==> config.mk <==
export PLATFORM = sky130hd
export DESIGN_NAME = pkt_dump_ctrl
export DESIGN_NICKNAME = d
export VERILOG_FILES = /design/src/rtl/pkt_dump_pkg.sv /design/src/rtl/pkt_dump_capture.sv /design/src/rtl/pkt_dump_readback.sv /design/src/rtl/pkt_dump_out_gate.sv /design/src/rtl/pkt_dump_ctrl.sv
export SDC_FILE = /design/constraint.sdc
export NUM_CORES = 1
export LEC_CHECK = 0
export BUFFER_PORTS_ARGS = -buffer_cell sky130_fd_sc_hd__buf_4
export CAP_MARGIN = 0
export CELL_PAD_IN_SITES_DETAIL_PLACEMENT = 1
export CELL_PAD_IN_SITES_GLOBAL_PLACEMENT = 1
export CORE_MARGIN = 1
export CORE_UTILIZATION = 40
export CTS_CLUSTER_SIZE = 24
export DETAILED_ROUTE_END_ITERATION = 6
export PLACE_DENSITY_LB_ADDON = 0.1
export SLEW_MARGIN = 20
export SYNTH_ARGS = -nofsm -noshare
export SYNTH_HDL_FRONTEND = slang
export SYNTH_SLANG_ARGS = --single-unit
==> constraint.sdc <==
create_clock -name clk_i -period 5.17 [get_ports clk_i]
set_input_delay 1.034 -clock clk_i [delete_from_list [all_inputs] [get_ports clk_i]]
set_output_delay 1.034 -clock clk_i [all_outputs]
set_load 0.01 [all_outputs]
==> src/rtl/pkt_dump_pkg.sv <==
package pkt_dump_pkg;
  typedef enum logic [1:0] {
    CAP_OFF  = 2'd0,
    CAP_SEEK = 2'd1,
    CAP_BODY = 2'd2,
    CAP_STOP = 2'd3
  } cap_state_e;
endpackage

==> src/rtl/pkt_dump_capture.sv <==
module pkt_dump_capture
  import pkt_dump_pkg::*;
#(
  parameter int DATA_W = 16,
  parameter int ADDR_W = 6,
  parameter int CNT_W  = 8
) (
  input  logic              clk_i,
  input  logic              rst_ni,
  input  logic              run_i,
  input  logic              clr_i,
  input  logic [CNT_W-1:0]  nof_blocks_i,
  input  logic              in_valid_i,
  input  logic              in_sop_i,
  input  logic              in_eop_i,
  input  logic [DATA_W-1:0] in_data_i,
  output logic              wr_en_o,
  output logic [ADDR_W-1:0] wr_addr_o,
  output logic [DATA_W:0]   wr_data_o,
  output logic [ADDR_W:0]   commit_ptr_o,
  output logic              blk_done_o
);
  localparam int PTR_W = ADDR_W + 1;

  cap_state_e       state_q, state_d;
  logic [PTR_W-1:0] wr_ptr_q, wr_ptr_d, commit_q, commit_d;
  logic [CNT_W-1:0] blk_q, blk_d;
  logic             room;

  assign room         = ~wr_ptr_q[ADDR_W];
  assign wr_addr_o    = wr_ptr_q[ADDR_W-1:0];
  assign wr_data_o    = {in_eop_i, in_data_i};
  assign commit_ptr_o = commit_q;

  always_comb begin
    state_d    = state_q;
    wr_ptr_d   = wr_ptr_q;
    commit_d   = commit_q;
    blk_d      = blk_q;
    wr_en_o    = 1'b0;
    blk_done_o = 1'b0;
    if (clr_i) begin
      state_d  = CAP_SEEK;
      wr_ptr_d = '0;
      commit_d = '0;
      blk_d    = '0;
    end else if (!run_i) begin
      state_d  = CAP_OFF;
      wr_ptr_d = commit_q;  // drop partial packet
    end else begin
      case (state_q)
        CAP_SEEK: begin
          if (in_valid_i && in_sop_i && (blk_q < nof_blocks_i)) begin
            if (!room) begin
              state_d = CAP_STOP;
            end else begin
              wr_en_o  = 1'b1;
              wr_ptr_d = wr_ptr_q + PTR_W'(1);
              if (in_eop_i) begin
                commit_d   = wr_ptr_q + PTR_W'(1);
                blk_d      = blk_q + CNT_W'(1);
                blk_done_o = 1'b1;
              end else begin
                state_d = CAP_BODY;
              end
            end
          end
        end
        CAP_BODY: begin
          if (in_valid_i) begin
            if (!room) begin
              state_d  = CAP_STOP;
              wr_ptr_d = commit_q;
            end else begin
              wr_en_o  = 1'b1;
              wr_ptr_d = wr_ptr_q + PTR_W'(1);
              if (in_eop_i) begin
                commit_d   = wr_ptr_q + PTR_W'(1);
                blk_d      = blk_q + CNT_W'(1);
                blk_done_o = 1'b1;
                state_d    = CAP_SEEK;
              end
            end
          end
        end
        default: ;
      endcase
    end
  end

  always_ff @(posedge clk_i or negedge rst_ni) begin
    if (!rst_ni) begin
      state_q  <= CAP_OFF;
      wr_ptr_q <= '0;
      commit_q <= '0;
      blk_q    <= '0;
    end else begin
      state_q  <= state_d;
      wr_ptr_q <= wr_ptr_d;
      commit_q <= commit_d;
      blk_q    <= blk_d;
    end
  end
endmodule

==> src/rtl/pkt_dump_readback.sv <==
module pkt_dump_readback #(
  parameter int DATA_W = 16,
  parameter int ADDR_W = 6,
  parameter int CNT_W  = 8
) (
  input  logic              clk_i,
  input  logic              rst_ni,
  input  logic              run_i,
  input  logic              clr_i,
  input  logic [ADDR_W:0]   commit_ptr_i,
  output logic              rd_en_o,
  output logic [ADDR_W-1:0] rd_addr_o,
  input  logic [DATA_W:0]   rd_data_i,
  output logic              rsp_valid_o,
  output logic              rsp_first_o,
  output logic              rsp_last_o,
  output logic [DATA_W-1:0] rsp_data_o,
  output logic              blk_done_o,
  output logic [CNT_W-1:0]  rd_blk_o
);
  localparam int PTR_W = ADDR_W + 1;

  logic [PTR_W-1:0] rd_ptr_q;
  logic             rsp_q, first_q;
  logic [CNT_W-1:0] blk_q;

  assign rd_en_o     = run_i && (rd_ptr_q < commit_ptr_i);
  assign rd_addr_o   = rd_ptr_q[ADDR_W-1:0];
  assign rsp_valid_o = rsp_q && run_i;
  assign rsp_first_o = first_q;
  assign rsp_last_o  = rd_data_i[DATA_W];
  assign rsp_data_o  = rd_data_i[DATA_W-1:0];
  assign blk_done_o  = rsp_valid_o && rsp_last_o;
  assign rd_blk_o    = blk_q;

  always_ff @(posedge clk_i or negedge rst_ni) begin
    if (!rst_ni) begin
      rd_ptr_q <= '0;
      rsp_q    <= 1'b0;
      first_q  <= 1'b1;
      blk_q    <= '0;
    end else if (clr_i) begin
      rd_ptr_q <= '0;
      rsp_q    <= 1'b0;
      first_q  <= 1'b1;
      blk_q    <= '0;
    end else begin
      rsp_q <= rd_en_o;
      if (rd_en_o) rd_ptr_q <= rd_ptr_q + PTR_W'(1);
      if (rsp_valid_o) first_q <= rsp_last_o;
      if (blk_done_o) blk_q <= blk_q + CNT_W'(1);
    end
  end
endmodule

==> src/rtl/pkt_dump_out_gate.sv <==
module pkt_dump_out_gate #(
  parameter int DATA_W = 16
) (
  input  logic              clk_i,
  input  logic              rst_ni,
  input  logic              run_i,
  input  logic              out_en_i,
  input  logic              rsp_valid_i,
  input  logic              rsp_first_i,
  input  logic              rsp_last_i,
  input  logic [DATA_W-1:0] rsp_data_i,
  output logic              out_valid_o,
  output logic              out_sop_o,
  output logic              out_eop_o,
  output logic              out_err_o,
  output logic [DATA_W-1:0] out_data_o
);
  logic open_q, pass_ok, abort, take;

  assign pass_ok = out_en_i && run_i;
  assign abort   = open_q && !pass_ok;
  // admit only at a first word, or continue an open packet
  assign take    = pass_ok && rsp_valid_i && (rsp_first_i || open_q);

  always_ff @(posedge clk_i or negedge rst_ni) begin
    if (!rst_ni) begin
      open_q      <= 1'b0;
      out_valid_o <= 1'b0;
      out_sop_o   <= 1'b0;
      out_eop_o   <= 1'b0;
      out_err_o   <= 1'b0;
      out_data_o  <= '0;
    end else begin
      out_valid_o <= 1'b0;
      out_sop_o   <= 1'b0;
      out_eop_o   <= 1'b0;
      out_err_o   <= 1'b0;
      out_data_o  <= '0;
      if (abort) begin
        open_q      <= 1'b0;
        out_valid_o <= 1'b1;
        out_eop_o   <= 1'b1;
        out_err_o   <= 1'b1;
      end else if (take) begin
        open_q      <= !rsp_last_i;
        out_valid_o <= 1'b1;
        out_sop_o   <= rsp_first_i;
        out_eop_o   <= rsp_last_i;
        out_data_o  <= rsp_data_i;
      end
    end
  end
endmodule

==> src/rtl/pkt_dump_ctrl.sv <==
module pkt_dump_ctrl #(
  parameter int DATA_W = 16,
  parameter int ADDR_W = 6,
  parameter int CNT_W  = 8
) (
  input  logic              clk_i,
  input  logic              rst_ni,
  input  logic              dump_en_i,
  input  logic              out_en_i,
  input  logic              keep_cnt_i,
  input  logic [CNT_W-1:0]  nof_blocks_i,
  input  logic              in_valid_i,
  input  logic              in_sop_i,
  input  logic              in_eop_i,
  input  logic [DATA_W-1:0] in_data_i,
  output logic              buf_wr_en_o,
  output logic [ADDR_W-1:0] buf_wr_addr_o,
  output logic [DATA_W:0]   buf_wr_data_o,
  output logic              buf_rd_en_o,
  output logic [ADDR_W-1:0] buf_rd_addr_o,
  input  logic [DATA_W:0]   buf_rd_data_i,
  output logic              out_valid_o,
  output logic              out_sop_o,
  output logic              out_eop_o,
  output logic              out_err_o,
  output logic [DATA_W-1:0] out_data_o,
  output logic [CNT_W-1:0]  cap_cnt_o,
  output logic [CNT_W-1:0]  rd_cnt_o,
  output logic              dump_done_o
);
  logic              en_q, rise, run;
  logic [ADDR_W:0]   commit_ptr;
  logic              cap_blk_done, rd_blk_done;
  logic              rsp_valid, rsp_first, rsp_last;
  logic [DATA_W-1:0] rsp_data;
  logic [CNT_W-1:0]  rd_blk;

  assign rise = dump_en_i && !en_q;
  assign run  = dump_en_i && en_q;

  always_ff @(posedge clk_i or negedge rst_ni) begin
    if (!rst_ni) en_q <= 1'b0;
    else         en_q <= dump_en_i;
  end

  pkt_dump_capture #(.DATA_W(DATA_W), .ADDR_W(ADDR_W), .CNT_W(CNT_W)) u_capture (
    .clk_i       (clk_i),
    .rst_ni      (rst_ni),
    .run_i       (run),
    .clr_i       (rise),
    .nof_blocks_i(nof_blocks_i),
    .in_valid_i  (in_valid_i),
    .in_sop_i    (in_sop_i),
    .in_eop_i    (in_eop_i),
    .in_data_i   (in_data_i),
    .wr_en_o     (buf_wr_en_o),
    .wr_addr_o   (buf_wr_addr_o),
    .wr_data_o   (buf_wr_data_o),
    .commit_ptr_o(commit_ptr),
    .blk_done_o  (cap_blk_done)
  );

  pkt_dump_readback #(.DATA_W(DATA_W), .ADDR_W(ADDR_W), .CNT_W(CNT_W)) u_readback (
    .clk_i       (clk_i),
    .rst_ni      (rst_ni),
    .run_i       (run),
    .clr_i       (rise),
    .commit_ptr_i(commit_ptr),
    .rd_en_o     (buf_rd_en_o),
    .rd_addr_o   (buf_rd_addr_o),
    .rd_data_i   (buf_rd_data_i),
    .rsp_valid_o (rsp_valid),
    .rsp_first_o (rsp_first),
    .rsp_last_o  (rsp_last),
    .rsp_data_o  (rsp_data),
    .blk_done_o  (rd_blk_done),
    .rd_blk_o    (rd_blk)
  );

  pkt_dump_out_gate #(.DATA_W(DATA_W)) u_out_gate (
    .clk_i      (clk_i),
    .rst_ni     (rst_ni),
    .run_i      (run),
    .out_en_i   (out_en_i),
    .rsp_valid_i(rsp_valid),
    .rsp_first_i(rsp_first),
    .rsp_last_i (rsp_last),
    .rsp_data_i (rsp_data),
    .out_valid_o(out_valid_o),
    .out_sop_o  (out_sop_o),
    .out_eop_o  (out_eop_o),
    .out_err_o  (out_err_o),
    .out_data_o (out_data_o)
  );

  // statistics counters, separate from the progress counts used for control
  always_ff @(posedge clk_i or negedge rst_ni) begin
    if (!rst_ni) begin
      cap_cnt_o <= '0;
      rd_cnt_o  <= '0;
    end else if (rise || !keep_cnt_i) begin
      cap_cnt_o <= '0;
      rd_cnt_o  <= '0;
    end else begin
      if (cap_blk_done) cap_cnt_o <= cap_cnt_o + CNT_W'(1);
      if (rd_blk_done)  rd_cnt_o  <= rd_cnt_o + CNT_W'(1);
    end
  end

  assign dump_done_o = run && (nof_blocks_i != '0) && (rd_blk == nof_blocks_i);
endmodule

# == Word level (Yosys, flattened, before mapping) ==
# Cells that the tools add are included.
# classes
add_sub_neg,6
magnitude_cmp,2
eq_ne,11
n_mux,65
reduce_logical,32
# op_table
operator,n
$mux W7,14
$mux W8,12
$add A8 B1 Y8 const B,4
$mux W16,2
$pmux W7 S2,2
$mux W1,23
$mux W2,8
$pmux W8 S2,1
$add A7 B1 Y7 const B,2
$reduce_bool A2 Y1,7
$logic_and A1 B1 Y1,13
$ne A5 B4 Y1 const B,2
$eq A8 B8 Y1,1
$lt A8 B8 Y1,1
$ne A4 B4 Y1 const B,2
$reduce_and A4 Y1,2
$reduce_bool A8 Y1,1
$lt A7 B7 Y1,1
$reduce_and A5 Y1,1
$logic_not A1 Y1,4
$ne A4 B2 Y1 const B,1
$ne A4 B3 Y1 const B,1
$pmux W1 S2,2
$pmux W2 S2,1
7 further kinds,8
# totals
ff_bits,79
input_bits,49
output_inout_bits,68
word_cells,134

# == Longest topological paths before layout ==
# Gate-level depths: netlist of the first run.
# depth
word_depth,8
depth_mapped,10
ltp_nobuf,9

# == By module ==
# Synthesis of the first run repeated with hierarchy kept, for this count alone.
# unflattened
cells_unflattened,489
area_unflattened_um2,4848.4
# by_module_without_submodules
module,n_inst,cells_each,area_per_inst_um2,seq_area_each_um2
pkt_dump_capture,1,224,2038.2,600.6
pkt_dump_readback,1,124,1173.6,426.7
pkt_dump_ctrl,1,93,914.6,425.4
pkt_dump_out_gate,1,48,721.9,525.5

# == Worst setup path before layout of the first run ==
# Ideal clock, no wire load.
# synth_timing
kind,input-to-output
start,input port nof_blocks_i[6]
end,output port buf_wr_en_o
t_arrival_ns,2.225
t_required_ns,4.136
setup_slack_ns,1.911
cell_stages,7
n_path_buf,0
cell_sequence,inv_1 -> ha_1 -> a21oi_1 -> o22ai_1 -> nor3_4 -> a22oi_1 -> nor3_1
# synth_between
elab_chain_cells,6
# synth_lines
item,line_no,text
"start, declared",pkt_dump_ctrl.sv:11,"input logic [CNT_W-1:0] nof_blocks_i,"
$lt A8 B8 Y1,pkt_dump_capture.sv:53,if (in_valid_i && in_sop_i && (blk_q < nof_blocks_i)) begin
$logic_and A1 B1 Y1,pkt_dump_capture.sv:53,
$mux W1,pkt_dump_capture.sv:53,
$pmux W1 S2,pkt_dump_capture.sv:51,case (state_q)
$mux W1,pkt_dump_capture.sv:47,end else if (!run_i) begin
$mux W1,pkt_dump_capture.sv:42,if (clr_i) begin
"end, declared",pkt_dump_ctrl.sv:16,"output logic buf_wr_en_o,"
# No other way between the ends.

# == Worst setup path after layout of the first run ==
# layout_timing
start,input port dump_en_i
end,output port dump_done_o
# layout_between
elab_chain_cells,3
# layout_lines
item,line_no,text
"start, declared",pkt_dump_ctrl.sv:8,"input logic dump_en_i,"
$logic_and A1 B1 Y1,pkt_dump_ctrl.sv:39,assign run = dump_en_i && en_q;
$logic_and A1 B1 Y1 (2 in series),pkt_dump_ctrl.sv:110,assign dump_done_o = run && (nof_blocks_i != '0) && (rd_blk == nof_blocks_i);
"end, declared",pkt_dump_ctrl.sv:29,output logic dump_done_o
# No other way between the ends.

==> flow_summary.html, run 1 <==
<table>
<tr><th>Metric</th><th>Value</th></tr>
<tr><th colspan="2">Layout</th></tr>
<tr><td>Layout cell share with drive strength beyond 1</td><td>a little under a quarter</td></tr>
<tr><td>Antenna diode count</td><td>0</td></tr>
<tr><td>Layout Cells excl Fill</td><td>650</td></tr>
<tr><td>Area added between synthesis and finish</td><td>16.82%</td></tr>
<tr><td>Net total in the final layout</td><td>580</td></tr>
<tr><td>Post-route design area</td><td>between 5000 and 6000 µm²</td></tr>
<tr><th colspan="2">Floorplanning</th></tr>
<tr><td>Die Span X</td><td>~110 µm</td></tr>
<tr><td>Site row count</td><td>37</td></tr>
<tr><td>Die H</td><td>roughly 110 µm</td></tr>
<tr><td>Initial Util</td><td>around two fifths</td></tr>
<tr><td>Die footprint</td><td>approximately 11000 µm²</td></tr>
<tr><td>I/O pin count</td><td>117</td></tr>
<tr><td>Core area</td><td>roughly 10000 µm²</td></tr>
<tr><th colspan="2">Global route</th></tr>
<tr><td>Antenna violations before repair</td><td>0</td></tr>
<tr><td>First-pass GRT wire length</td><td>about 17 mm</td></tr>
<tr><td>GR Util All Layers</td><td>approximately a fifth</td></tr>
<tr><td>Maximum number of pins on one net before global-route repair</td><td>80</td></tr>
<tr><td>Remaining Overflow, GRT</td><td>0</td></tr>
<tr><td>Number of global-route vias before repair</td><td>3521</td></tr>
<tr><th colspan="2">Logic synthesis</th></tr>
<tr><td>Main area contributors after synthesis</td><td>sky130_fd_sc_hd__dfrtp_1, sky130_fd_sc_hd__ha_1, sky130_fd_sc_hd__buf_4</td></tr>
<tr><td>Number of distinct library cells after synthesis</td><td>50</td></tr>
<tr><td>Sequential area share after synthesis</td><td>between 40% and 50%</td></tr>
<tr><td>Mean cell area of the mapped netlist</td><td>9.581 µm²</td></tr>
<tr><td>Number of storage elements in the synthesis netlist</td><td>79</td></tr>
<tr><td>Mux share of post-synthesis cell area</td><td>between 2 and 2.5%</td></tr>
<tr><td>Total nets after synthesis</td><td>about 530</td></tr>
<tr><td>XOR/XNOR Fraction of Synth Area</td><td>under 10%</td></tr>
<tr><td>Number of warning messages in the yosys log</td><td>0</td></tr>
<tr><td>Flip-flop cell with the highest count after synthesis</td><td>sky130_fd_sc_hd__dfrtp_1</td></tr>
<tr><td>Library cell with the highest instance count after synthesis</td><td>sky130_fd_sc_hd__dfrtp_1</td></tr>
<tr><td>Largest area contributor in the synthesized netlist</td><td>sky130_fd_sc_hd__dfrtp_1</td></tr>
<tr><td>Post-synthesis share of cell area spent on full adders, half adders and majority gates</td><td>approximately 6.3%</td></tr>
<tr><td>Yosys top cell area share</td><td>between 40% and 50%</td></tr>
<tr><td>Area fraction in compound gates after synthesis</td><td>11.72%</td></tr>
<tr><td>List of most frequent post-synthesis cells</td><td>sky130_fd_sc_hd__dfrtp_1, sky130_fd_sc_hd__nor2_1, sky130_fd_sc_hd__nand2_1</td></tr>
<tr><td>Cell area after synthesis</td><td>4388 µm²</td></tr>
<tr><td>Main combinational cell family by area after synthesis</td><td>simple AND/OR/NAND/NOR gates</td></tr>
<tr><td>Post-Synthesis Cells</td><td>around 460</td></tr>
<tr><td>Simple logic cell fraction of the synthesized area</td><td>roughly 20%</td></tr>
<tr><td>EDFF count, synth</td><td>0</td></tr>
<tr><td>Proportion of synthesized flip-flops having asynchronous set or reset</td><td>100.0%</td></tr>
<tr><th colspan="2">Worst hold path</th></tr>
<tr><td>Worst hold stages</td><td>2</td></tr>
<tr><td>Path class of the lowest-slack min-delay path</td><td>reg -&gt; reg</td></tr>
<tr><td>Beginning of the worst hold path</td><td>u_readback.rsp_first_o</td></tr>
<tr><td>Worst Hold End</td><td>u_readback.rsp_first_o</td></tr>
<tr><th colspan="2">Critical path</th></tr>
<tr><td>R2r worst-path depth</td><td>5</td></tr>
<tr><td>Startpoint-to-endpoint class of the critical path</td><td>in -&gt; out</td></tr>
<tr><td>Slack of the worst reg-to-reg path</td><td>roughly 2.6 ns</td></tr>
<tr><td>Worst EP required</td><td>approximately 4.1 ns</td></tr>
<tr><td>Critical register-to-register path endpoint</td><td>u_capture.wr_ptr_q[0]</td></tr>
<tr><td>Worst Path Max Fanout</td><td>12</td></tr>
<tr><td>Sort of element at the end of the critical path</td><td>primary output</td></tr>
<tr><td>Worst EP arrival</td><td>between 2 and 3 ns</td></tr>
<tr><td>Startpoint Class</td><td>input port</td></tr>
<tr><td>Beginning of the worst register-to-register path</td><td>u_capture.blk_q[2]</td></tr>
<tr><th colspan="2">Place</th></tr>
<tr><td>Port bufs</td><td>84</td></tr>
<tr><td>Estimated wirelength of the detail-placed design</td><td>7.360 mm</td></tr>
<tr><td>RePlAce Congestion</td><td>~0.76</td></tr>
<tr><td>Total instance count after detailed placement</td><td>634</td></tr>
<tr><td>Area after DPL</td><td>just under 5000 µm²</td></tr>
<tr><td>Post-placement worst setup slack</td><td>~1.6 ns</td></tr>
<tr><th colspan="2">CTS</th></tr>
<tr><td>Post-CTS repair timing setup buffer count</td><td>0</td></tr>
<tr><td>Cell at the root of the clock tree</td><td>sky130_fd_sc_hd__clkbuf_8</td></tr>
<tr><td>Number of buffers created by CTS</td><td>9</td></tr>
<tr><td>Count of H-tree levels built during CTS</td><td>3</td></tr>
<tr><td>Clock latency of the later-clocked register in the worst-skew pair</td><td>roughly 0.35 ns</td></tr>
<tr><td>CTS tree</td><td>yes</td></tr>
<tr><td>Post-cts gate resize count</td><td>0</td></tr>
<tr><td>Clock-pin transition on the worst setup and hold timing paths</td><td>approximately 0.080 ns</td></tr>
<tr><td># hold bufs at CTS</td><td>0</td></tr>
<tr><td>Clk sink count</td><td>79</td></tr>
<tr><td>Maximum buffer depth of the clock tree</td><td>2</td></tr>
<tr><th colspan="2">Flow run</th></tr>
<tr><td># Max-Cap Violations</td><td>0</td></tr>
<tr><th colspan="2">Timing</th></tr>
<tr><td>Top achievable clock speed</td><td>279.0 MHz</td></tr>
<tr><td>Worst-Margin Slew</td><td>between 0.9 and 1 ns</td></tr>
<tr><td>Worst-case clock skew</td><td>around 0.01 ns</td></tr>
<tr><td>Final Hold Viols</td><td>0</td></tr>
<tr><td>Unrepaired setup endpoints after global routing</td><td>no</td></tr>
<tr><td>Final Worst Setup Slack</td><td>1.586 ns</td></tr>
<tr><td>Final Max Slew Viols</td><td>0</td></tr>
<tr><td>Headroom to the max-slew limit</td><td>between 30 and 40%</td></tr>
<tr><td>Setup-violating endpoint count in the final report</td><td>0</td></tr>
<tr><td>Share of the clock period used by the worst path after layout</td><td>between 60 and 70%</td></tr>
<tr><td>Setup total negative slack</td><td>0 ns</td></tr>
<tr><td>Tightest hold margin</td><td>between 0.5 and 0.6 ns</td></tr>
<tr><td>Final critical-path required period</td><td>around 3.6 ns</td></tr>
<tr><th colspan="2">Pwr</th></tr>
<tr><td>Static leakage</td><td>approximately 2.5 nW</td></tr>
<tr><td>Power per unit of standard cell area</td><td>326.4 nW/µm²</td></tr>
<tr><td>Maximum resistive drop on vdd</td><td>between 0.1 and 0.15 mV</td></tr>
<tr><th colspan="2">Route</th></tr>
<tr><td>First DRT Iteration DRCs</td><td>roughly 110</td></tr>
<tr><td>Number of design rule violations left after detail routing</td><td>0</td></tr>
<tr><td>Detailed-route vias per instance</td><td>approximately 5.3</td></tr>
<tr><td>Number of iterations in the first detailed-routing pass</td><td>4</td></tr>
<tr><td>Vias after detailed routing</td><td>3473</td></tr>
<tr><td>Number of routed nets with antenna violations</td><td>0</td></tr>
<tr><td>Avg WL per Cell</td><td>between 15 and 20 µm</td></tr>
<tr><td>Final wirelength</td><td>10.19 mm</td></tr>
<tr><th colspan="2">Outcome</th></tr>
<tr><td>Result of the run</td><td>finished, final reports clean</td></tr>
</table>
kinds of logic (layout without fill, tap and decap cells):
family                     Yosys count  after routing
muxes                               10             10
xor gates and xnor gates            26             26
and+or+nand+nor                    171            171
DFF                                 79             79
AOI/OAI and AO/OA                   80             80
adders and majority gates           22             22
buffers and inverters               70            126
layout by cell type, fill, tap and decap left out, types with 2 or more instances in the layout:
| master | count |
|---|---|
| sky130_fd_sc_hd__o31ai_1 | 6 |
| sky130_fd_sc_hd__inv_1 | 23 |
| sky130_fd_sc_hd__a31oi_1 | 4 |
| sky130_fd_sc_hd__o41ai_1 | 2 |
| sky130_fd_sc_hd__nand2_1 | 34 |
| sky130_fd_sc_hd__nand4_1 | 8 |
| sky130_fd_sc_hd__clkbuf_8 | 10 |
| sky130_fd_sc_hd__or4_1 | 10 |
| sky130_fd_sc_hd__inv_2 | 2 |
| sky130_fd_sc_hd__o21ai_0 | 13 |
| sky130_fd_sc_hd__xnor2_1 | 11 |
| sky130_fd_sc_hd__and4_1 | 4 |
| sky130_fd_sc_hd__a21oi_1 | 19 |
| sky130_fd_sc_hd__or3_1 | 4 |
| sky130_fd_sc_hd__buf_4 | 84 |
| sky130_fd_sc_hd__dfrtp_1 | 78 |
| sky130_fd_sc_hd__and2_1 | 20 |
| sky130_fd_sc_hd__mux2i_1 | 7 |
| sky130_fd_sc_hd__o211ai_1 | 2 |
| sky130_fd_sc_hd__or2_2 | 2 |
| sky130_fd_sc_hd__xor2_1 | 15 |
| sky130_fd_sc_hd__nor2b_1 | 3 |
| sky130_fd_sc_hd__a211o_1 | 6 |
| sky130_fd_sc_hd__ha_1 | 22 |
| sky130_fd_sc_hd__nor3_1 | 8 |
| sky130_fd_sc_hd__a22oi_1 | 2 |
| sky130_fd_sc_hd__nand3_1 | 20 |
| sky130_fd_sc_hd__o22ai_1 | 4 |
| sky130_fd_sc_hd__mux2_2 | 3 |
| sky130_fd_sc_hd__o21ai_1 | 13 |
| sky130_fd_sc_hd__bufinv_16 | 2 |
| sky130_fd_sc_hd__and3_1 | 10 |
| sky130_fd_sc_hd__nand2b_1 | 4 |
| sky130_fd_sc_hd__nor2_1 | 38 |
sequential cells by signal, indices dropped and copies added (netlist names), 2 cells and up:
| name | cells |
|---|---|
| cap_cnt_o | 8 |
| rd_cnt_o | 8 |
| u_capture.blk_q | 8 |
| u_capture.commit_ptr_o | 7 |
| u_capture.state_q | 2 |
| u_capture.wr_ptr_q | 7 |
| u_out_gate.out_data_o | 16 |
| u_readback.rd_blk_o | 8 |
| u_readback.rd_ptr_q | 7 |
worst max-delay path by stage:
stage,start,end,slack [ns],cells after the start
floorplan,nof_blocks_i[6],buf_wr_en_o,1.91,7
global placement,dump_en_i,dump_done_o,1.63,6
detailed placement,dump_en_i,dump_done_o,1.59,6
CTS,dump_en_i,dump_done_o,1.59,6
global route,nof_blocks_i[6],buf_wr_en_o,1.45,9
finish,dump_en_i,dump_done_o,1.59,6
worst max-delay path, stage by stage:
cell and delay, ns:
sky130_fd_sc_hd__buf_4 0.14, sky130_fd_sc_hd__and2_1 0.35, sky130_fd_sc_hd__o21ai_0 0.16, sky130_fd_sc_hd__or4_1 0.51, sky130_fd_sc_hd__nor3_1 0.20, sky130_fd_sc_hd__buf_4 0.16
routing by layer:
layer | wire length, µm | vias to the layer above | share of wire, % | track usage [%]
li1 | - | 1674 | - | -
met1 | 4811 | 1698 | 47 | 25.76
met2 | 4657 | 90 | 46 | 29.91
met3 | 627 | 11 | 6.2 | 5.714
met4 | 96 | 0 | 0.94 | 4.990
met5 | 0 | - | 0 | 0
stage by stage:
step	power, mW	util, %
finish	1.673	49.00
global route	1.780	49.00
CTS	1.699	48.96
detailed placement	1.172	46.83
global placement	1.161	46.83
floorplan	1.049	-
final cells by class:
class	count	area, µm²
Clock buffer	11	141.4
Clock inverter	5	81.33
Fill cell	1238	5336
Inverter	25	93.84
Multi-Input combinational cell	309	2019
Sequential cell	79	1978
Tap cell	136	170.2
Timing Repair Buffer	85	641.9
power breakdown:
group / switching, mW / leakage (nW) / total, mW / internal, mW
clock: 0.232 / 0.110 / 0.517 / 0.286
sequential: 0.0757 / 1.08 / 0.762 / 0.686
combinational: 0.220 / 1.35 / 0.394 / 0.174
No activity file was read; power rests on OpenSTA's default activity.
==> inputs of run 2 (changes only) <==
==> constraint.sdc (replaced) <==
create_clock -name clk_i -period 3.65 [get_ports clk_i]
set_input_delay 0.73 -clock clk_i [delete_from_list [all_inputs] [get_ports clk_i]]
set_output_delay 0.73 -clock clk_i [all_outputs]
set_load 0.01 [all_outputs]
==> flow_summary.html, run 2 (synthesized netlist as in run 1, its figures left out) <==
<table>
<tr><th>Metric</th><th>Value</th></tr>
<tr><th colspan="2">Critical path</th></tr>
<tr><td>Crit. path cell count</td><td>9</td></tr>
<tr><td>Sort of element at the end of the critical path</td><td>primary output</td></tr>
<tr><td>Cell mode on critical path</td><td>sky130_fd_sc_hd__buf_4</td></tr>
<tr><td>Critical register-to-register path endpoint</td><td>cap_cnt_o[7]</td></tr>
<tr><td>CP max-delay cell</td><td>sky130_fd_sc_hd__ha_1</td></tr>
<tr><td>Worst Path Max Fanout</td><td>6</td></tr>
<tr><td>Delay contributed by the slowest stage of the critical path</td><td>approximately 0.31 ns</td></tr>
<tr><td>Number of buffers and inverters on the critical path</td><td>3</td></tr>
<tr><td>Beginning of the worst register-to-register path</td><td>u_capture.blk_q[6]</td></tr>
<tr><td>Worst EP arrival</td><td>about 2.3 ns</td></tr>
<tr><td>CP Cell Sequence</td><td>buf_4 -&gt; inv_1 -&gt; ha_1 -&gt; a21oi_1 -&gt; o22ai_1 -&gt; nor3_4 -&gt; a22oi_1 -&gt; nor3_1 -&gt; buf_4</td></tr>
<tr><td>R2r worst-path depth</td><td>7</td></tr>
<tr><td>Startpoint-to-endpoint class of the critical path</td><td>in -&gt; out</td></tr>
<tr><td>Startpoint Class</td><td>input port</td></tr>
<tr><td>Worst EP required</td><td>between 2 and 3 ns</td></tr>
<tr><td>Delay-heaviest family, CP</td><td>simple AND/OR/NAND/NOR gates</td></tr>
<tr><td>Slack of the worst reg-to-reg path</td><td>about 1 ns</td></tr>
<tr><th colspan="2">Place</th></tr>
<tr><td>Port bufs</td><td>84</td></tr>
<tr><td>Estimated wirelength of the detail-placed design</td><td>7.939 mm</td></tr>
<tr><td>Total instance count after detailed placement</td><td>about 640</td></tr>
<tr><td>RePlAce Congestion</td><td>0.7666</td></tr>
<tr><th colspan="2">CTS</th></tr>
<tr><td># hold bufs at CTS</td><td>0</td></tr>
<tr><td>Clock latency of the later-clocked register in the worst-skew pair</td><td>approximately 0.36 ns</td></tr>
<tr><td>Post-cts gate resize count</td><td>0</td></tr>
<tr><td>Cell at the root of the clock tree</td><td>sky130_fd_sc_hd__clkbuf_8</td></tr>
<tr><td>Maximum buffer depth of the clock tree</td><td>2</td></tr>
<tr><td>Post-CTS repair timing setup buffer count</td><td>0</td></tr>
<tr><td>Number of buffers created by CTS</td><td>9</td></tr>
<tr><td>Clock-pin transition on the worst setup and hold timing paths</td><td>roughly 0.080 ns</td></tr>
<tr><td>Count of H-tree levels built during CTS</td><td>3</td></tr>
<tr><td>Clk sink count</td><td>79</td></tr>
<tr><td>CTS tree</td><td>yes</td></tr>
<tr><th colspan="2">Worst hold path</th></tr>
<tr><td>Path class of the lowest-slack min-delay path</td><td>in -&gt; async</td></tr>
<tr><th colspan="2">Floorplanning</th></tr>
<tr><td>Die H</td><td>around 110 µm</td></tr>
<tr><td>Die footprint</td><td>roughly 11000 µm²</td></tr>
<tr><td>Initial Util</td><td>between 40% and 50%</td></tr>
<tr><td>I/O pin count</td><td>approximately 120</td></tr>
<tr><td>Die Span X</td><td>~110 µm</td></tr>
<tr><td>Site row count</td><td>37</td></tr>
<tr><td>Core area</td><td>approximately 10000 µm²</td></tr>
<tr><th colspan="2">Timing</th></tr>
<tr><td>Share of the clock period used by the worst path after layout</td><td>83.76%</td></tr>
<tr><td>Unrepaired setup endpoints after global routing</td><td>no</td></tr>
<tr><td>Top achievable clock speed</td><td>roughly 330 MHz</td></tr>
<tr><td>Setup total negative slack</td><td>0 ns</td></tr>
<tr><td>Final Hold Viols</td><td>0</td></tr>
<tr><td>Final Max Slew Viols</td><td>0</td></tr>
<tr><td>Headroom to the max-slew limit</td><td>between 40% and 50%</td></tr>
<tr><td>Final critical-path required period</td><td>3.057 ns</td></tr>
<tr><td>Worst-Margin Slew</td><td>around 0.82 ns</td></tr>
<tr><td>Worst-case clock skew</td><td>just under 0.005 ns</td></tr>
<tr><td>Setup-violating endpoint count in the final report</td><td>0</td></tr>
<tr><th colspan="2">Layout</th></tr>
<tr><td>Layout cell share with drive strength beyond 1</td><td>between 20% and 30%</td></tr>
<tr><td>Most common cell after layout, fill and taps aside</td><td>sky130_fd_sc_hd__buf_4</td></tr>
<tr><td>Register containing the most flip-flops in the final layout</td><td>u_out_gate.out_data_o</td></tr>
<tr><td>Area added between synthesis and finish</td><td>16.20%</td></tr>
<tr><td>Share of the core filled with cells in the final layout</td><td>around half</td></tr>
<tr><td>Net total in the final layout</td><td>between 500 and 600</td></tr>
<tr><td>Antenna diode count</td><td>0</td></tr>
<tr><td>Commonest cells after routing, fill and taps aside</td><td>sky130_fd_sc_hd__buf_4, sky130_fd_sc_hd__dfrtp_1, sky130_fd_sc_hd__nor2_1</td></tr>
<tr><td>Number of flip-flops in the largest register</td><td>16</td></tr>
<tr><td>Layout Cells excl Fill</td><td>about 660</td></tr>
<tr><th colspan="2">Pwr</th></tr>
<tr><td>Net switching power</td><td>between 0.7 and 0.8 mW</td></tr>
<tr><td>Switching power as a share of total power</td><td>around a third</td></tr>
<tr><td>Power per unit of standard cell area</td><td>437.7 nW/µm²</td></tr>
<tr><td>Proportion of power drawn by combinational gates</td><td>about 25%</td></tr>
<tr><td>Clk network pwr share</td><td>roughly a quarter</td></tr>
<tr><td>Share of total power in sequential cells</td><td>48.4%</td></tr>
<tr><td>P_int</td><td>~1.5 mW</td></tr>
<tr><td>Static leakage</td><td>approximately 2.5 nW</td></tr>
<tr><td>Maximum resistive drop on vdd</td><td>0.2601 mV</td></tr>
<tr><th colspan="2">Route</th></tr>
<tr><td>Vias after detailed routing</td><td>about 3500</td></tr>
<tr><td>Number of routed nets with antenna violations</td><td>0</td></tr>
<tr><td>First DRT Iteration DRCs</td><td>around 130</td></tr>
<tr><td>Detailed-route vias per instance</td><td>between 5 and 6</td></tr>
<tr><td>Number of design rule violations left after detail routing</td><td>0</td></tr>
<tr><td>Avg WL per Cell</td><td>roughly 16 µm</td></tr>
<tr><td>Number of iterations in the first detailed-routing pass</td><td>4</td></tr>
<tr><td>Final wirelength</td><td>roughly 11 mm</td></tr>
<tr><th colspan="2">Global route</th></tr>
<tr><td>Antenna violations before repair</td><td>0</td></tr>
<tr><td>Maximum number of pins on one net before global-route repair</td><td>39</td></tr>
<tr><td>Number of global-route vias before repair</td><td>3697</td></tr>
<tr><td>GR Util All Layers</td><td>a little over 20%</td></tr>
<tr><td>First-pass GRT wire length</td><td>between 15 and 20 mm</td></tr>
<tr><td>Remaining Overflow, GRT</td><td>0</td></tr>
<tr><th colspan="2">Outcome</th></tr>
<tr><td>Result of the run</td><td>finished, final reports clean</td></tr>
<tr><th colspan="2">Flow run</th></tr>
<tr><td># Max-Cap Violations</td><td>0</td></tr>
</table>
## run 2: cell type report
type,count,area (µm²)
fill,1239,5364
inverter,25,93.84
tap,136,170.2
multi-input combinational,309,2017
timing repair buffer,90,675.6
clock inverter,6,36.28
sequential,79,1978
clock buffer,10,127.6
## run 2: how the worst max path moves through the flow
stage,startpoint,endpoint,slack [ns]
after floorplan,nof_blocks_i[6],buf_wr_en_o,1.0
after global placement,dump_en_i,dump_done_o,0.68
after detailed placement,nof_blocks_i[6],cap_cnt_o[7],0.53
after CTS,nof_blocks_i[6],buf_wr_en_o,0.59
after global routing,nof_blocks_i[6],buf_wr_en_o,0.43
final,nof_blocks_i[6],buf_wr_en_o,0.59
## run 2: power by group through the flow
| stage | clock, mW | sequential [mW] | combinational, mW |
|---|---|---|---|
| global placement | 0 | 1.09 | 0.557 |
| finish | 0.588 | 1.08 | 0.562 |
| detailed placement | 0 | 1.10 | 0.569 |
| floorplan | 0 | 1.06 | 0.421 |
| CTS | 0.614 | 1.08 | 0.574 |
| global route | 0.646 | 1.10 | 0.641 |
## run 2: metrics by stage
step                hold slack, ns  worst slack [ns]  area, µm²  power, mW
floorplan                   0.4344            0.9993       4388      1.485
global placement            0.4864            0.6821       4935      1.649
detailed placement          0.4969            0.5339       4935      1.666
CTS                         0.3404            0.5923       5099      2.270
global route                0.3570            0.4326       5099      2.384
finish                      0.3416            0.5927       5099      2.232
## run 2: per-layer routing
metal / vias to the layer above / GRT usage, % / share of wire, %
met3: 13 / 5.289 / 5.2
met5: - / 0 / 0
li1: 1669 / - / -
met1: 1699 / 26.17 / 46
met4: 0 / 8.708 / 1.4
met2: 82 / 32.76 / 47
==> inputs of run 3 (changes only) <==
--- a/config.mk
+++ b/config.mk
@@ -5,12 +5,13 @@
 export SDC_FILE = /design/constraint.sdc
 export NUM_CORES = 1
 export LEC_CHECK = 0
+export ABC_AREA = 1
 export BUFFER_PORTS_ARGS = -buffer_cell sky130_fd_sc_hd__buf_4
 export CAP_MARGIN = 0
 export CELL_PAD_IN_SITES_DETAIL_PLACEMENT = 1
 export CELL_PAD_IN_SITES_GLOBAL_PLACEMENT = 1
 export CORE_MARGIN = 1
-export CORE_UTILIZATION = 40
+export CORE_UTILIZATION = 35
 export CTS_CLUSTER_SIZE = 24
 export DETAILED_ROUTE_END_ITERATION = 6
 export PLACE_DENSITY_LB_ADDON = 0.1
==> constraint.sdc (replaced) <==
create_clock -name clk_i -period 2.8 [get_ports clk_i]
set_input_delay 0.56 -clock clk_i [delete_from_list [all_inputs] [get_ports clk_i]]
set_output_delay 0.56 -clock clk_i [all_outputs]
set_load 0.01 [all_outputs]
==> flow_summary.html, run 3 <==
<table>
<tr><th>Metric</th><th>Value</th></tr>
<tr><th colspan="2">Outcome</th></tr>
<tr><td>Result of the run</td><td>finished, final reports clean</td></tr>
<tr><th colspan="2">Timing</th></tr>
<tr><td>Tightest hold margin</td><td>0.2148 ns</td></tr>
<tr><td>Final Hold Viols</td><td>0</td></tr>
<tr><td>Headroom to the max-slew limit</td><td>between 40% and 50%</td></tr>
<tr><td>Final Max Slew Viols</td><td>0</td></tr>
<tr><td>Setup-violating endpoint count in the final report</td><td>0</td></tr>
<tr><td>Worst-Margin Slew</td><td>about 0.80 ns</td></tr>
<tr><td>Final critical-path required period</td><td>about 2.6 ns</td></tr>
<tr><td>Unrepaired setup endpoints after global routing</td><td>no</td></tr>
<tr><td>Worst-case clock skew</td><td>between 0.008 and 0.009 ns</td></tr>
<tr><td>Setup total negative slack</td><td>0 ns</td></tr>
<tr><td>Top achievable clock speed</td><td>383.9 MHz</td></tr>
<tr><td>Share of the clock period used by the worst path after layout</td><td>93.02%</td></tr>
<tr><th colspan="2">Critical path</th></tr>
<tr><td>Slack of the worst reg-to-reg path</td><td>0.80 ns</td></tr>
<tr><td>Startpoint Class</td><td>flip-flop</td></tr>
<tr><td>Startpoint-to-endpoint class of the critical path</td><td>reg -&gt; out</td></tr>
<tr><td>Critical register-to-register path endpoint</td><td>u_capture.blk_q[1]</td></tr>
<tr><td>Worst EP arrival</td><td>between 2 and 2.5 ns</td></tr>
<tr><td>Worst EP required</td><td>about 2.2 ns</td></tr>
<tr><td>Worst Path Max Fanout</td><td>9</td></tr>
<tr><td>Sort of element at the end of the critical path</td><td>primary output</td></tr>
<tr><td>R2r worst-path depth</td><td>11</td></tr>
<tr><td>Beginning of the worst register-to-register path</td><td>u_capture.blk_q[7]</td></tr>
<tr><th colspan="2">CTS</th></tr>
<tr><td>Cell at the root of the clock tree</td><td>sky130_fd_sc_hd__clkbuf_16</td></tr>
<tr><td>CTS tree</td><td>yes</td></tr>
<tr><td>Clock-pin transition on the worst setup and hold timing paths</td><td>about 0.06 ns</td></tr>
<tr><td>Number of buffers created by CTS</td><td>9</td></tr>
<tr><td>Clock latency of the later-clocked register in the worst-skew pair</td><td>0.34 ns</td></tr>
<tr><td>Count of H-tree levels built during CTS</td><td>3</td></tr>
<tr><td># hold bufs at CTS</td><td>0</td></tr>
<tr><td>Maximum buffer depth of the clock tree</td><td>2</td></tr>
<tr><td>Clk sink count</td><td>a little under 80</td></tr>
<tr><td>Post-cts gate resize count</td><td>0</td></tr>
<tr><td>Post-CTS repair timing setup buffer count</td><td>0</td></tr>
<tr><th colspan="2">Logic synthesis</th></tr>
<tr><td>Sequential area share after synthesis</td><td>between 40 and 50%</td></tr>
<tr><td>Cell area after synthesis</td><td>between 4000 and 5000 µm²</td></tr>
<tr><td>Post-Synthesis Cells</td><td>560</td></tr>
<tr><td>Total nets after synthesis</td><td>631</td></tr>
<tr><td>Library cell with the highest instance count after synthesis</td><td>sky130_fd_sc_hd__nand2_1</td></tr>
<tr><td>Number of storage elements in the synthesis netlist</td><td>79</td></tr>
<tr><td>EDFF count, synth</td><td>0</td></tr>
<tr><td>Flip-flop cell with the highest count after synthesis</td><td>sky130_fd_sc_hd__dfrtp_1</td></tr>
<tr><td>Mean cell area of the mapped netlist</td><td>roughly 8 µm²</td></tr>
<tr><td>List of most frequent post-synthesis cells</td><td>sky130_fd_sc_hd__nand2_1, sky130_fd_sc_hd__dfrtp_1, sky130_fd_sc_hd__inv_1</td></tr>
<tr><td>Proportion of synthesized flip-flops having asynchronous set or reset</td><td>100.0%</td></tr>
<tr><td>Number of distinct library cells after synthesis</td><td>40</td></tr>
<tr><td>Main area contributors after synthesis</td><td>sky130_fd_sc_hd__dfrtp_1, sky130_fd_sc_hd__nand2_1, sky130_fd_sc_hd__ha_1</td></tr>
<tr><td>Yosys top cell area share</td><td>between 40% and 50%</td></tr>
<tr><td>Number of warning messages in the yosys log</td><td>0</td></tr>
<tr><td>Largest area contributor in the synthesized netlist</td><td>sky130_fd_sc_hd__dfrtp_1</td></tr>
<tr><th colspan="2">Route</th></tr>
<tr><td>Avg WL per Cell</td><td>14.46 µm</td></tr>
<tr><td>Final wirelength</td><td>approximately 12 mm</td></tr>
<tr><td>Number of design rule violations left after detail routing</td><td>0</td></tr>
<tr><td>Number of iterations in the first detailed-routing pass</td><td>4</td></tr>
<tr><td>Vias after detailed routing</td><td>slightly below 4000</td></tr>
<tr><td>First DRT Iteration DRCs</td><td>150</td></tr>
<tr><td>Number of routed nets with antenna violations</td><td>0</td></tr>
<tr><td>Detailed-route vias per instance</td><td>roughly 4.8</td></tr>
<tr><th colspan="2">Place</th></tr>
<tr><td>Port bufs</td><td>84</td></tr>
<tr><td>Total instance count after detailed placement</td><td>between 700 and 800</td></tr>
<tr><td>Estimated wirelength of the detail-placed design</td><td>a little under 9 mm</td></tr>
<tr><td>RePlAce Congestion</td><td>0.8481</td></tr>
<tr><th colspan="2">Layout</th></tr>
<tr><td>Layout cell share with drive strength beyond 1</td><td>about a fifth</td></tr>
<tr><td>Share of the core filled with cells in the final layout</td><td>between 40% and 50%</td></tr>
<tr><td>Commonest cells after routing, fill and taps aside</td><td>sky130_fd_sc_hd__nand2_1, sky130_fd_sc_hd__buf_4, sky130_fd_sc_hd__dfrtp_1</td></tr>
<tr><td>Area occupied by registers</td><td>1978 µm²</td></tr>
<tr><td>Layout Cells excl Fill</td><td>between 700 and 800</td></tr>
<tr><td>Most common cell after layout, fill and taps aside</td><td>sky130_fd_sc_hd__nand2_1</td></tr>
<tr><td>Area added between synthesis and finish</td><td>21.01%</td></tr>
<tr><td>Number of flip-flops in the largest register</td><td>16</td></tr>
<tr><td>Area occupied by multi-input gates</td><td>~2000 µm²</td></tr>
<tr><td>Fill cell count</td><td>~1500</td></tr>
<tr><td>Antenna diode count</td><td>0</td></tr>
<tr><td>Net total in the final layout</td><td>693</td></tr>
<tr><td>Register containing the most flip-flops in the final layout</td><td>u_out_gate.out_data_o</td></tr>
<tr><th colspan="2">Pwr</th></tr>
<tr><td>Maximum resistive drop on vdd</td><td>0.4046 mV</td></tr>
<tr><td>Power per unit of standard cell area</td><td>approximately 630 nW/µm²</td></tr>
<tr><td>Static leakage</td><td>just under 3 nW</td></tr>
<tr><td>Power after layout</td><td>3.439 mW</td></tr>
<tr><th colspan="2">Floorplanning</th></tr>
<tr><td>Die footprint</td><td>roughly 13000 µm²</td></tr>
<tr><td>Die H</td><td>approximately 120 µm</td></tr>
<tr><td>Site row count</td><td>between 40 and 50</td></tr>
<tr><td>Core area</td><td>between 10000 and 15000 µm²</td></tr>
<tr><td>I/O pin count</td><td>about 120</td></tr>
<tr><td>Die Span X</td><td>115.7 µm</td></tr>
<tr><td>Initial Util</td><td>approximately 36%</td></tr>
<tr><th colspan="2">Global route</th></tr>
<tr><td>Antenna violations before repair</td><td>0</td></tr>
<tr><td>First-pass GRT wire length</td><td>between 15 and 20 mm</td></tr>
<tr><td>GR Util All Layers</td><td>a little under a fifth</td></tr>
<tr><td>Maximum number of pins on one net before global-route repair</td><td>45</td></tr>
<tr><td>Remaining Overflow, GRT</td><td>0</td></tr>
<tr><td>Number of global-route vias before repair</td><td>around 3900</td></tr>
<tr><th colspan="2">Flow run</th></tr>
<tr><td># Max-Cap Violations</td><td>0</td></tr>
<tr><th colspan="2">Worst hold path</th></tr>
<tr><td>Path class of the lowest-slack min-delay path</td><td>in -&gt; async</td></tr>
</table>
[run 3: worst max-delay path: stages, from the launching register on]
cell and delay [ns]:
sky130_fd_sc_hd__dfrtp_1 0.44, sky130_fd_sc_hd__ha_1 0.35, sky130_fd_sc_hd__a21oi_1 0.15, sky130_fd_sc_hd__nand2_1 0.07
sky130_fd_sc_hd__nand4_1 0.08, sky130_fd_sc_hd__nand3_2 0.20, sky130_fd_sc_hd__inv_1 0.25, sky130_fd_sc_hd__buf_4 0.16
[run 3: cell families after synthesis]
family          Yosys count  synth area share [%]
xor+xnor                 21                 4.063
simple gates            256                 25.46
compound gates           69                 8.679
flops                    79                 43.70
fa+ha+maj                22                 6.081
buf+inv                 113                 12.02
[run 3: metal layers]
| layer | up-vias | part of all wire (%) | GRT usage (%) |
|---|---|---|---|
| met5 | - | 0 | 0 |
| met4 | 0 | 1.2 | 5.726 |
| met3 | 12 | 3.4 | 4.759 |
| met2 | 55 | 50 | 32.14 |
| met1 | 1879 | 45 | 23.35 |
| li1 | 1900 | - | - |
[run 3: worst max path at each step]
stage	slack (ns)	depth (start not counted)	endpoint	start
2_1_floorplan	0.71	8	buf_wr_en_o	nof_blocks_i[7]
3_3_place_gp	0.33	10	buf_wr_en_o	nof_blocks_i[6]
3_5_place_dp	0.26	10	buf_wr_en_o	nof_blocks_i[6]
4_1_cts	0.15	7	buf_rd_en_o	u_readback.rd_ptr_q[2]
5_1_grt	0.03	7	buf_rd_en_o	u_readback.rd_ptr_q[2]
6_report	0.20	7	buf_rd_en_o	u_readback.rd_ptr_q[2]
[run 3: cell type report]
type                            count  area share, %
Clock buffer                       13          4.934
Clock inverter                      3         0.7309
Inverter                           73          5.002
Multi-Input combinational cell    368          36.59
Sequential cell                    79          36.11
Tap cell                          172          3.929
Timing Repair Buffer               91          12.70
[run 3: stage by stage]
step	instance area [µm²]	setup WS, ns
3_5_place_dp	5167	0.2631
4_1_cts	5478	0.1537
2_1_floorplan	4527	0.7056
5_1_grt	5478	0.03169
3_3_place_gp	5167	0.3315
6_report	5478	0.1955
[run 3: report_power, final]
group / internal, mW / switching [mW]
sequential: 1.29 / 0.147
combinational: 0.343 / 0.448
clock: 0.760 / 0.452
total: 2.39 / 1.05
